### src/rtl/phy_ctl_pkg.sv
package phy_ctl_pkg;
  localparam int unsigned BIT_LOOP  = 14;
  localparam int unsigned BIT_RATE  = 13;
  localparam int unsigned BIT_ANEN  = 12;
  localparam int unsigned BIT_DUPX  = 8;
  localparam int unsigned BIT_COLF  = 7;

  typedef struct packed {
    logic loopback;
    logic rate;
    logic an_en;
    logic duplex;
    logic coll_force;
  } ctl_bits_t;

  typedef struct packed {
    logic speed;
    logic duplex;
  } neg_res_t;
endpackage

### src/rtl/phy_ctl_regs.sv
module phy_ctl_regs
  import phy_ctl_pkg::*;
#(
  parameter int unsigned ADDR_W    = 5,
  parameter int unsigned DATA_W    = 16,
  parameter int unsigned CTRL_ADDR = 0
) (
  input  logic              clk,
  input  logic              rst_n,
  input  logic              wr_en,
  input  logic              rd_en,
  input  logic [ADDR_W-1:0] addr,
  input  logic [DATA_W-1:0] wr_data,
  output logic [DATA_W-1:0] rd_data,
  output logic              rd_valid,
  output ctl_bits_t         bits
);
  localparam logic [DATA_W-1:0] WR_MASK =
      (DATA_W'(1) << BIT_LOOP) | (DATA_W'(1) << BIT_RATE) |
      (DATA_W'(1) << BIT_ANEN) | (DATA_W'(1) << BIT_DUPX) |
      (DATA_W'(1) << BIT_COLF);
  localparam logic [DATA_W-1:0] RST_VAL = DATA_W'(1) << BIT_ANEN;
  localparam logic [ADDR_W-1:0] SEL     = ADDR_W'(CTRL_ADDR);

  logic [DATA_W-1:0] ctl_q, ctl_d;
  logic [DATA_W-1:0] rdat_q, rdat_d;
  logic              rval_q;
  logic              hit;

  always_comb begin
    hit    = (addr == SEL);
    ctl_d  = ctl_q;
    if (wr_en && hit) ctl_d = wr_data & WR_MASK;
    rdat_d = hit ? ctl_q : '0;
  end

  always_ff @(posedge clk or negedge rst_n) begin
    if (!rst_n) begin
      ctl_q  <= RST_VAL;
      rdat_q <= '0;
      rval_q <= 1'b0;
    end else begin
      ctl_q  <= ctl_d;
      rval_q <= rd_en;
      if (rd_en) rdat_q <= rdat_d;
    end
  end

  assign rd_data  = rdat_q;
  assign rd_valid = rval_q;
  assign bits = '{loopback:   ctl_q[BIT_LOOP],
                  rate:       ctl_q[BIT_RATE],
                  an_en:      ctl_q[BIT_ANEN],
                  duplex:     ctl_q[BIT_DUPX],
                  coll_force: ctl_q[BIT_COLF]};
endmodule

### src/rtl/phy_neg_latch.sv
module phy_neg_latch
  import phy_ctl_pkg::*;
(
  input  logic     clk,
  input  logic     rst_n,
  input  logic     neg_valid,
  input  logic     neg_speed,
  input  logic     neg_duplex,
  input  logic     link_up,
  output neg_res_t res
);
  neg_res_t res_q, res_d;
  logic     cap_en;

  always_comb begin
    cap_en = neg_valid && !link_up;
    res_d  = '{speed: neg_speed, duplex: neg_duplex};
  end

  always_ff @(posedge clk or negedge rst_n) begin
    if (!rst_n)      res_q <= '0;
    else if (cap_en) res_q <= res_d;
  end

  assign res = res_q;
endmodule

### src/rtl/phy_mode_resolve.sv
module phy_mode_resolve
  import phy_ctl_pkg::*;
(
  input  logic      strap_sw,
  input  logic      pin_an_sel,
  input  logic      pin_rate_sel,
  input  logic      link_up,
  input  ctl_bits_t bits,
  input  neg_res_t  neg,
  output logic      eff_speed,
  output logic      eff_duplex,
  output logic      eff_an_en,
  output logic      eff_loopback,
  output logic      coll_det_en,
  output logic      rate_status
);
  always_comb begin
    // strap selects owner of the negotiation enable
    eff_an_en = strap_sw ? bits.an_en : pin_an_sel;
    // speed priority: rate pin, then negotiation, then manual bit
    if (!strap_sw)      eff_speed = pin_rate_sel;
    else if (eff_an_en) eff_speed = neg.speed;
    else                eff_speed = bits.rate;
    eff_duplex   = eff_an_en ? neg.duplex : bits.duplex;
    eff_loopback = bits.loopback;
    coll_det_en  = !bits.loopback || bits.coll_force;
    rate_status  = link_up && eff_speed;
  end
endmodule

### src/rtl/phy_ctl_resolver.sv
module phy_ctl_resolver
  import phy_ctl_pkg::*;
#(
  parameter int unsigned ADDR_W    = 5,
  parameter int unsigned DATA_W    = 16,
  parameter int unsigned CTRL_ADDR = 0,
  parameter int unsigned SYNC_LEN  = 2
) (
  input  logic              clk,
  input  logic              rst_n,
  input  logic              strap_sw,
  input  logic              pin_an_sel,
  input  logic              pin_rate_sel,
  input  logic              wr_en,
  input  logic              rd_en,
  input  logic [ADDR_W-1:0] addr,
  input  logic [DATA_W-1:0] wr_data,
  output logic [DATA_W-1:0] rd_data,
  output logic              rd_valid,
  input  logic              neg_valid,
  input  logic              neg_speed,
  input  logic              neg_duplex,
  input  logic              link_up,
  output logic              eff_speed,
  output logic              eff_duplex,
  output logic              eff_an_en,
  output logic              eff_loopback,
  output logic              coll_det_en,
  output logic              rate_status
);
  logic [SYNC_LEN-1:0] rs_q;
  logic                rst_int_n;
  ctl_bits_t           bits;
  neg_res_t            neg;

  // asynchronous assert, synchronous release
  always_ff @(posedge clk or negedge rst_n) begin
    if (!rst_n) rs_q <= '0;
    else        rs_q <= {rs_q[SYNC_LEN-2:0], 1'b1};
  end
  assign rst_int_n = rs_q[SYNC_LEN-1];

  phy_ctl_regs #(.ADDR_W(ADDR_W), .DATA_W(DATA_W), .CTRL_ADDR(CTRL_ADDR)) u_regs (
    .clk(clk), .rst_n(rst_int_n), .wr_en(wr_en), .rd_en(rd_en), .addr(addr),
    .wr_data(wr_data), .rd_data(rd_data), .rd_valid(rd_valid), .bits(bits)
  );

  phy_neg_latch u_neg (
    .clk(clk), .rst_n(rst_int_n), .neg_valid(neg_valid), .neg_speed(neg_speed),
    .neg_duplex(neg_duplex), .link_up(link_up), .res(neg)
  );

  phy_mode_resolve u_res (
    .strap_sw(strap_sw), .pin_an_sel(pin_an_sel), .pin_rate_sel(pin_rate_sel),
    .link_up(link_up), .bits(bits), .neg(neg), .eff_speed(eff_speed),
    .eff_duplex(eff_duplex), .eff_an_en(eff_an_en), .eff_loopback(eff_loopback),
    .coll_det_en(coll_det_en), .rate_status(rate_status)
  );
endmodule

### config.mk
export PLATFORM = sky130hd
export DESIGN_NAME = phy_ctl_resolver
export DESIGN_NICKNAME = d
export VERILOG_FILES = /design/src/rtl/phy_ctl_pkg.sv /design/src/rtl/phy_ctl_regs.sv /design/src/rtl/phy_neg_latch.sv /design/src/rtl/phy_mode_resolve.sv /design/src/rtl/phy_ctl_resolver.sv
export SDC_FILE = /design/constraint.sdc
export NUM_CORES = 1
export LEC_CHECK = 0
export BUFFER_PORTS_ARGS = -buffer_cell sky130_fd_sc_hd__clkbuf_2
export CORE_MARGIN = 4
export CORE_UTILIZATION = 30
export CTS_CLUSTER_SIZE = 28
export DETAILED_ROUTE_END_ITERATION = 16
export PLACE_DENSITY = 0.72
export SLEW_MARGIN = 20
export SYNTH_ARGS = -nofsm -noshare
export SYNTH_HDL_FRONTEND = slang
export SYNTH_SLANG_ARGS = --single-unit
### constraint.sdc
create_clock -name clk -period 1.5 [get_ports clk]
set_clock_uncertainty 0.2 [all_clocks]
set_input_delay 0 -clock clk [delete_from_list [all_inputs] [get_ports clk]]
set_output_delay 0 -clock clk [all_outputs]
set_load 0.05 [all_outputs]
==> results of run 1 <==
[placed cells by master, fill, tap and decap left out, types with 2 or more instances in the layout]
| cell type | count |
|---|---|
| clkbuf_2 | 28 |
| dlygate4sd3_1 | 15 |
| dfrtp_1 | 14 |
| conb_1 | 12 |
| a22o_1 | 5 |
| mux2_2 | 4 |
| mux2_1 | 3 |
| clkbuf_4 | 3 |
| mux2_4 | 2 |
| buf_8 | 2 |
| buf_6 | 2 |
| buf_4 | 2 |
[per-layer routing]
layer | wire (um) | vias to the layer above | share of wire (%) | track usage [%]
li1 | - | 264 | - | -
met2 | 873 | 30 | 55 | 18.8
met5 | 0 | - | 0 | 0
met4 | 0 | 0 | 0 | 1.02
met1 | 564 | 260 | 36 | 10.1
met3 | 145 | 0 | 9.2 | 5.52
[worst max-delay path, cell delays in order (launching register included)]
cell       delay [ns]
dfstp_2          0.59
mux2i_4          0.25
a21oi_4          0.08
and2_4           0.14
clkbuf_16        0.16
[cell families after synthesis]
logic type,after synthesis,synth area share (%)
flops,15,53.5
buf+inv,12,12.3
mux,10,15.8
simple gates,7,10.5
compound gates,6,6.93
other cells,2,1.07
[cell type report]
type	instances	area [um2]	share of cell area (%)
multi-input cells	35	313	27.5
clock inverters	1	5.00	0.440
flip-flops and latches	15	377	33.1
repair buffers	50	383	33.6
well taps	28	35.0	3.08
clock buffers	3	22.5	1.98
inverters	1	3.75	0.330
[state kept, by name, summed over array words and instances, names as in the netlist]
signal / count
u_regs.rd_valid: 1
rs_q: 2
u_regs.rd_data: 5
u_regs.ctl_q: 5
u_neg.res: 2
[final timing paths]
check | cells after the start | end | startpoint
max | 4 | rate_status | u_regs.ctl_q[12]
min | 4 | u_regs.ctl_q[13] | addr[0]
max reg2reg | 2 | u_regs.rd_data[12] | u_regs.ctl_q[12]
min reg2reg | 0 | u_neg.res[0] | rs_q[1]
max in group asynchronous | 3 | rs_q[0] | rst_n
min in group asynchronous | 0 | u_neg.res[0] | rs_q[1]
[per-stage QoR]
| step | hold WS [ns] | std cells | cell area [um2] | setup slack [ns] | util (%) |
|---|---|---|---|---|---|
| 2_1_floorplan | -0.496 | 62 | 759 | -0.0206 | - |
| 3_3_place_gp | -0.414 | 112 | 880 | 0.00817 | 39.4 |
| 3_5_place_dp | -0.413 | 112 | 880 | -0.0123 | 39.4 |
| 4_1_cts | -0.0336 | 131 | 1100 | -0.226 | 49.2 |
| 5_1_grt | 0.000911 | 133 | 1140 | -0.266 | 51.0 |
| 6_report | -0.0227 | 133 | 1140 | -0.206 | 51.0 |
[Yosys cell counts, drive strengths merged]
library cell / count
mux2i: 1
nor3b: 1
buf: 11
dfrtp: 14
mux2: 9
a21oi: 1
dfstp: 1
nand2b: 1
a22o: 5
nor2: 1
conb: 2
inv: 1
and2: 1
nor2b: 1
nand3b: 1
nor4: 1
[where the power goes]
group / leakage, nW / internal, mW / switching (mW) / total, mW
combinational: 0.375 / 0.185 / 0.245 / 0.430
sequential: 0.190 / 0.448 / 0.0400 / 0.488
clock: 0.0177 / 0.0989 / 0.127 / 0.226
[repair_timing]
action,4_1_cts,5_1_grt
hold buffers,14,1
endpoints found under the hold margin,15,3
buffers inserted,1,2
endpoints found under the setup margin,3,4
pin swaps,2,1
gates cloned,0,0
gates resized for setup,10,6
==> metrics.md, run 1 <==
| Metric | Value |
|---|---|
| Clock sinks | `15` |
| # Max-Cap Violations | `0` |
| First drt pass iteration count | `4` |
| Min-delay worst type | `input pin to flip-flop` |
| First-pass GRT wire length | `2500 um` |
| Share of cells above drive strength 1 | `49.5%` |
| # diodes | `0` |
| Period utilisation layout | `114%` |
| Top cells by area, synth | `dfrtp_1 (50%), buf_4 (12%), mux2_2 (9.6%), a22o_1 (6.2%), mux2_1 (4.8%)` |
| Post-route minimum period | `1.71 ns` |
| Unrepaired setup endpoints after global routing | `true` |
| CP endpoint kind | `output port` |
| Root buffer cell | `clkbuf_4` |
| Clk Latency, worst-skew pair | `0.28 ns` |
| Congestion Overflow GR | `0` |
| Cell taking the most area after synthesis | `dfrtp_1` |
| Maximum vdd drop | `0.000930 V` |
| Via density per instance | `4.17` |
| Crit path kind | `flip-flop to output port` |
| Reg clk slew, reported paths | `0.09 ns` |
| Final Setup Violations | `3` |
| Number of global-route vias before repair | `578` |
| Worst EP arrival | `1.51 ns` |
| Die area | `3190 um2` |
| Worst hold slack | `-0.0227 ns` |
| Antenna violations before repair | `0` |
| Routed len/inst | `11.9 um` |
| DR vias | `554` |
| Tot Pwr | `1.14 mW` |
| DRC Markers | `0` |
| I/O Buffers | `32` |
| Synthesized area | `704 um2` |
| Worst Tran Pin Value | `0.503 ns` |
| Core area | `2230 um2` |
| # fillers | `199` |
| Cell count after synthesis | `52` |
| Area Growth Syn to Fin | `61.6%` |
| Static leakage | `0.582 nW` |
| Fin nets | `138` |
| Failing checks | `negative hold slack, negative setup slack` |
| Gpl congestion | `0.650` |
| Crit Path Max Fanout | `3` |
| Run status | `finished with violations` |
| Post-DP HPWL | `1140 um` |
| Fin. max-slew vios | `0` |
| Num CTS Buffers | `3` |
| R2R setup slack | `0.41 ns` |
| Synthesis warning total | `0` |
| WP data required | `1.30 ns` |
| Largest net degree at the start of global routing | `14` |
| Post-route setup TNS | `-0.584 ns` |
| Yosys reg bits | `15` |
| All-Layer GR Usage | `10.1%` |
| Die Y | `56.5 um` |
| Max-slew headroom | `66.5%` |
| Clk buf depth | `2` |
| Final worst slack | `-0.206 ns` |
| First DRT Iteration DRCs | `1` |
| Initial Util | `31.5%` |
| Synth unique cells | `17` |
| PwrDens | `1000 nW/um2` |
| Drt total wl | `1580 um` |
| Crit path launch type | `flip-flop` |
| Antenna viol nets, final | `0` |
| H-tree Lvls | `1` |
| Final Hold Violating Endpoints | `4` |
| # rows | `17` |
| # IOs | `55` |
| Die Width | `56.5 um` |
| Sequential area share after synthesis | `53.5%` |
| CTS tree | `yes` |
| F_max | `586 MHz` |
| Share of Yosys cell area claimed by the top area cell type | `49.7%` |
| Syn avg cell area | `13.5 um2` |
Note: power is estimated with default switching activity, not from simulation.
==> inputs of run 2 (changes only) <==
--- a/config.mk
+++ b/config.mk
@@ -5,12 +5,15 @@
 export SDC_FILE = /design/constraint.sdc
 export NUM_CORES = 1
 export LEC_CHECK = 0
+export ABC_AREA = 1
 export BUFFER_PORTS_ARGS = -buffer_cell sky130_fd_sc_hd__clkbuf_2
+export CELL_PAD_IN_SITES_DETAIL_PLACEMENT = 0
+export CELL_PAD_IN_SITES_GLOBAL_PLACEMENT = 1
 export CORE_MARGIN = 4
-export CORE_UTILIZATION = 30
+export CORE_UTILIZATION = 26
 export CTS_CLUSTER_SIZE = 28
 export DETAILED_ROUTE_END_ITERATION = 16
-export PLACE_DENSITY = 0.72
+export PLACE_DENSITY = 0.85
 export SLEW_MARGIN = 20
 export SYNTH_ARGS = -nofsm -noshare
 export SYNTH_HDL_FRONTEND = slang
==> run 2 against run 1 <==
  * The run ends with negative setup slack left
  * Clock power down 2%
  * Register-to-register slack worse by 0.02 ns
  * Sequential cell count unchanged
  * Cell area up 9.0%
  * Cell count up 36%
  * Hold slack better by 0.028 ns
  * Global-route usage down 0.54 points
  * Via count up 33%
  * Combinational power down 8.6%
  * Power down 4.3%
  * Critical path type unchanged
==> metrics.md, run 2 <==
| Metric | Value |
|---|---|
| Run status | `finished with violations` |
| Failing checks | `negative setup slack` |
| Routed len/inst | `10.2 um` |
| Slowest CP cell | `dfstp_2` |
| Synth top cells by count | `nand2_1 (30), dfrtp_1 (14), inv_1 (14), buf_4 (11), o22ai_1 (5)` |
| Cell taking the most area after synthesis | `dfrtp_1` |
| Synthesized area | `758 um2` |
| Maximum vdd drop | `0.000546 V` |
| # diodes | `0` |
| Initial Util | `27.3%` |
| Yosys reg bits | `15` |
| Gpl congestion | `0.657` |
| Cell count after synthesis | `91` |
| Final worst slack | `-0.0454 ns` |
| Reg clk slew, reported paths | `0.09 ns` |
| Crit path launch type | `flip-flop` |
| Antenna violations before repair | `0` |
| First-pass GRT wire length | `2690 um` |
| Met1 Use GR | `10.0%` |
| First drt pass iteration count | `3` |
| Sequential area share after synthesis | `49.7%` |
| Top-count cell post-synth | `nand2_1` |
| Min-delay worst type | `flip-flop to asynchronous set/reset pin` |
| CP endpoint kind | `output port` |
| Most common cell after layout, fill and taps aside | `clkbuf_2` |
| Met2 usage | `18.0%` |
| Drt total wl | `1850 um` |
| CTS tree | `yes` |
| Share of cells above drive strength 1 | `32.7%` |
| Final Hold Violating Endpoints | `0` |
| Die Y | `62 um` |
| Inst Count DP | `152` |
| DR vias | `737` |
| Number of global-route vias before repair | `674` |
| H-tree Lvls | `1` |
| Met3 Use GR | `1.24%` |
| Unrepaired setup endpoints after global routing | `true` |
| Worst EP arrival | `1.35 ns` |
| Asr flop ratio synth | `100%` |
| First DRT Iteration DRCs | `13` |
| I/O Buffers | `32` |
| Fin. max-slew vios | `0` |
| Post-synth EDFFs | `0` |
| Largest net degree at the start of global routing | `14` |
| All-Layer GR Usage | `9.59%` |
| Synth Flop Type | `dfrtp_1` |
| Die area | `3840 um2` |
| CP delay by family, top | `flip-flops` |
| Die Width | `62 um` |
| Synth unique cells | `18` |
| Antenna viol nets, final | `0` |
| Area Growth Syn to Fin | `63.7%` |
| Via density per instance | `4.07` |
| Final Setup Violations | `3` |
| Tot Pwr | `1.10 mW` |
| DRC Markers | `0` |
| PwrDens | `883 nW/um2` |
| Fin nets | `183` |
| Top cells by area, synth | `dfrtp_1 (46%), nand2_1 (15%), buf_4 (11%), inv_1 (6.9%), o22ai_1 (4.1%)` |
| Layout Cells excl Fill | `181` |
| # rows | `19` |
| Crit path kind | `flip-flop to output port` |
| # IOs | `55` |
| Most used cell, CP | `nand2_2` |
| Clock sinks | `15` |
| Post-route setup TNS | `-0.107 ns` |
| Static leakage | `0.627 nW` |
| Share of Yosys cell area claimed by the top area cell type | `46.2%` |
| Period utilisation layout | `103%` |
| Crit path buffers/inverters | `2` |
| Crit Path Max Fanout | `3` |
| Critical Path Max Stage Delay | `0.56 ns` |
| Worst Tran Pin Value | `0.509 ns` |
| Crit path cell chain | `inv_2 -> nand2_2 -> and2_4 -> nand2_2 -> o21ai_2 -> buf_8` |
| Synthesis warning total | `0` |
| Num CTS Buffers | `3` |
| Post-DP HPWL | `1270 um` |
| WP data required | `1.30 ns` |
| Busiest layer in global routing | `met2` |
| Post-route minimum period | `1.55 ns` |
| Core area | `2780 um2` |
| F_max | `647 MHz` |
| Syn avg cell area | `8.33 um2` |
| # Max-Cap Violations | `0` |
| Clk buf depth | `2` |
| Congestion Overflow GR | `0` |
| Clk Latency, worst-skew pair | `0.27 ns` |
| Root buffer cell | `clkbuf_4` |
| # fillers | `266` |
| Max-slew headroom | `66.1%` |
| Most frequent cells in the layout | `clkbuf_2 (28), nand2_1 (26), dlygate4sd3_1 (24)` |
==> run 2: cell types whose count changed in the layout (fill, tap and decap cells not counted), sizes merged, moves of 2 or more <==
cell	previous run	this run
dlygate4sd3	15	24
o22ai	0	5
buf	6	4
nand2	0	30
mux2	9	0
nor2	1	4
a22o	5	0
nand3	0	3
inv	1	14
==> run 2: path summary, 6_finish.rpt <==
kind	startpoint	end	slack (ns)	cells after the start
setup / recovery	u_regs.ctl_q[12]	eff_duplex	-0.05	6
hold / removal	rs_q[1]	u_regs.ctl_q[7]	0.005	0
setup reg to reg	u_regs.ctl_q[12]	u_regs.rd_data[12]	0.39	3
hold reg to reg	rs_q[1]	u_regs.ctl_q[7]	0.005	0
max in group asynchronous	rst_n	rs_q[1]	0.61	3
min in group clk	rs_q[0]	rs_q[1]	0.16	0
==> run 2: final cells by class <==
type,instances,area (um2),area share (%)
clock buffers,4,26.3,2.12
inverters,14,52.6,4.23
multi-input cells,60,307,24.7
flip-flops and latches,15,377,30.3
well taps,31,38.8,3.13
repair buffers,57,440,35.5
==> run 2: per-stage QoR <==
| step | hold slack, ns | util [%] | cell area, um2 | setup slack (ns) |
|---|---|---|---|---|
| 3_5_place_dp | -0.413 | 32.9 | 916 | 0.0788 |
| 5_1_grt | 0.0691 | 44.6 | 1240 | -0.0987 |
| 6_report | 0.00521 | 44.6 | 1240 | -0.0454 |
| 4_1_cts | 0.0357 | 44.0 | 1220 | -0.0882 |
| 2_1_floorplan | -0.496 | - | 805 | 0.0232 |
| 3_3_place_gp | -0.413 | 32.9 | 916 | 0.102 |
==> run 2: power by group <==
part	switching, mW	internal, mW	leakage, nW
clock network	0.119	0.103	0.0150
registers	0.0352	0.445	0.190
logic	0.253	0.140	0.422
==> run 2: logic make-up after synthesis <==
group	synth area share [%]
AOI/OAI and AO/OA	7.10
buffers and inverters	18.5
DFF	49.7
other	0.990
and+or+nand+nor	23.8
==> run 2: repair_timing <==
item,in CTS,in global routing
setup endpoints to repair,4,4
buffers inserted,1,0
hold buffers,24,0
hold endpoints to repair,15,0
gates resized for setup,10,7
pin swaps,5,1
==> run 2: routing by layer <==
metal / vias up / wire (um) / share of wire, %
met1: 341 / 690 / 37
met3: 2 / 114 / 6.2
li1: 372 / - / -
met5: - / 0 / 0
met2: 22 / 1030 / 56
met4: 0 / 12 / 0.65
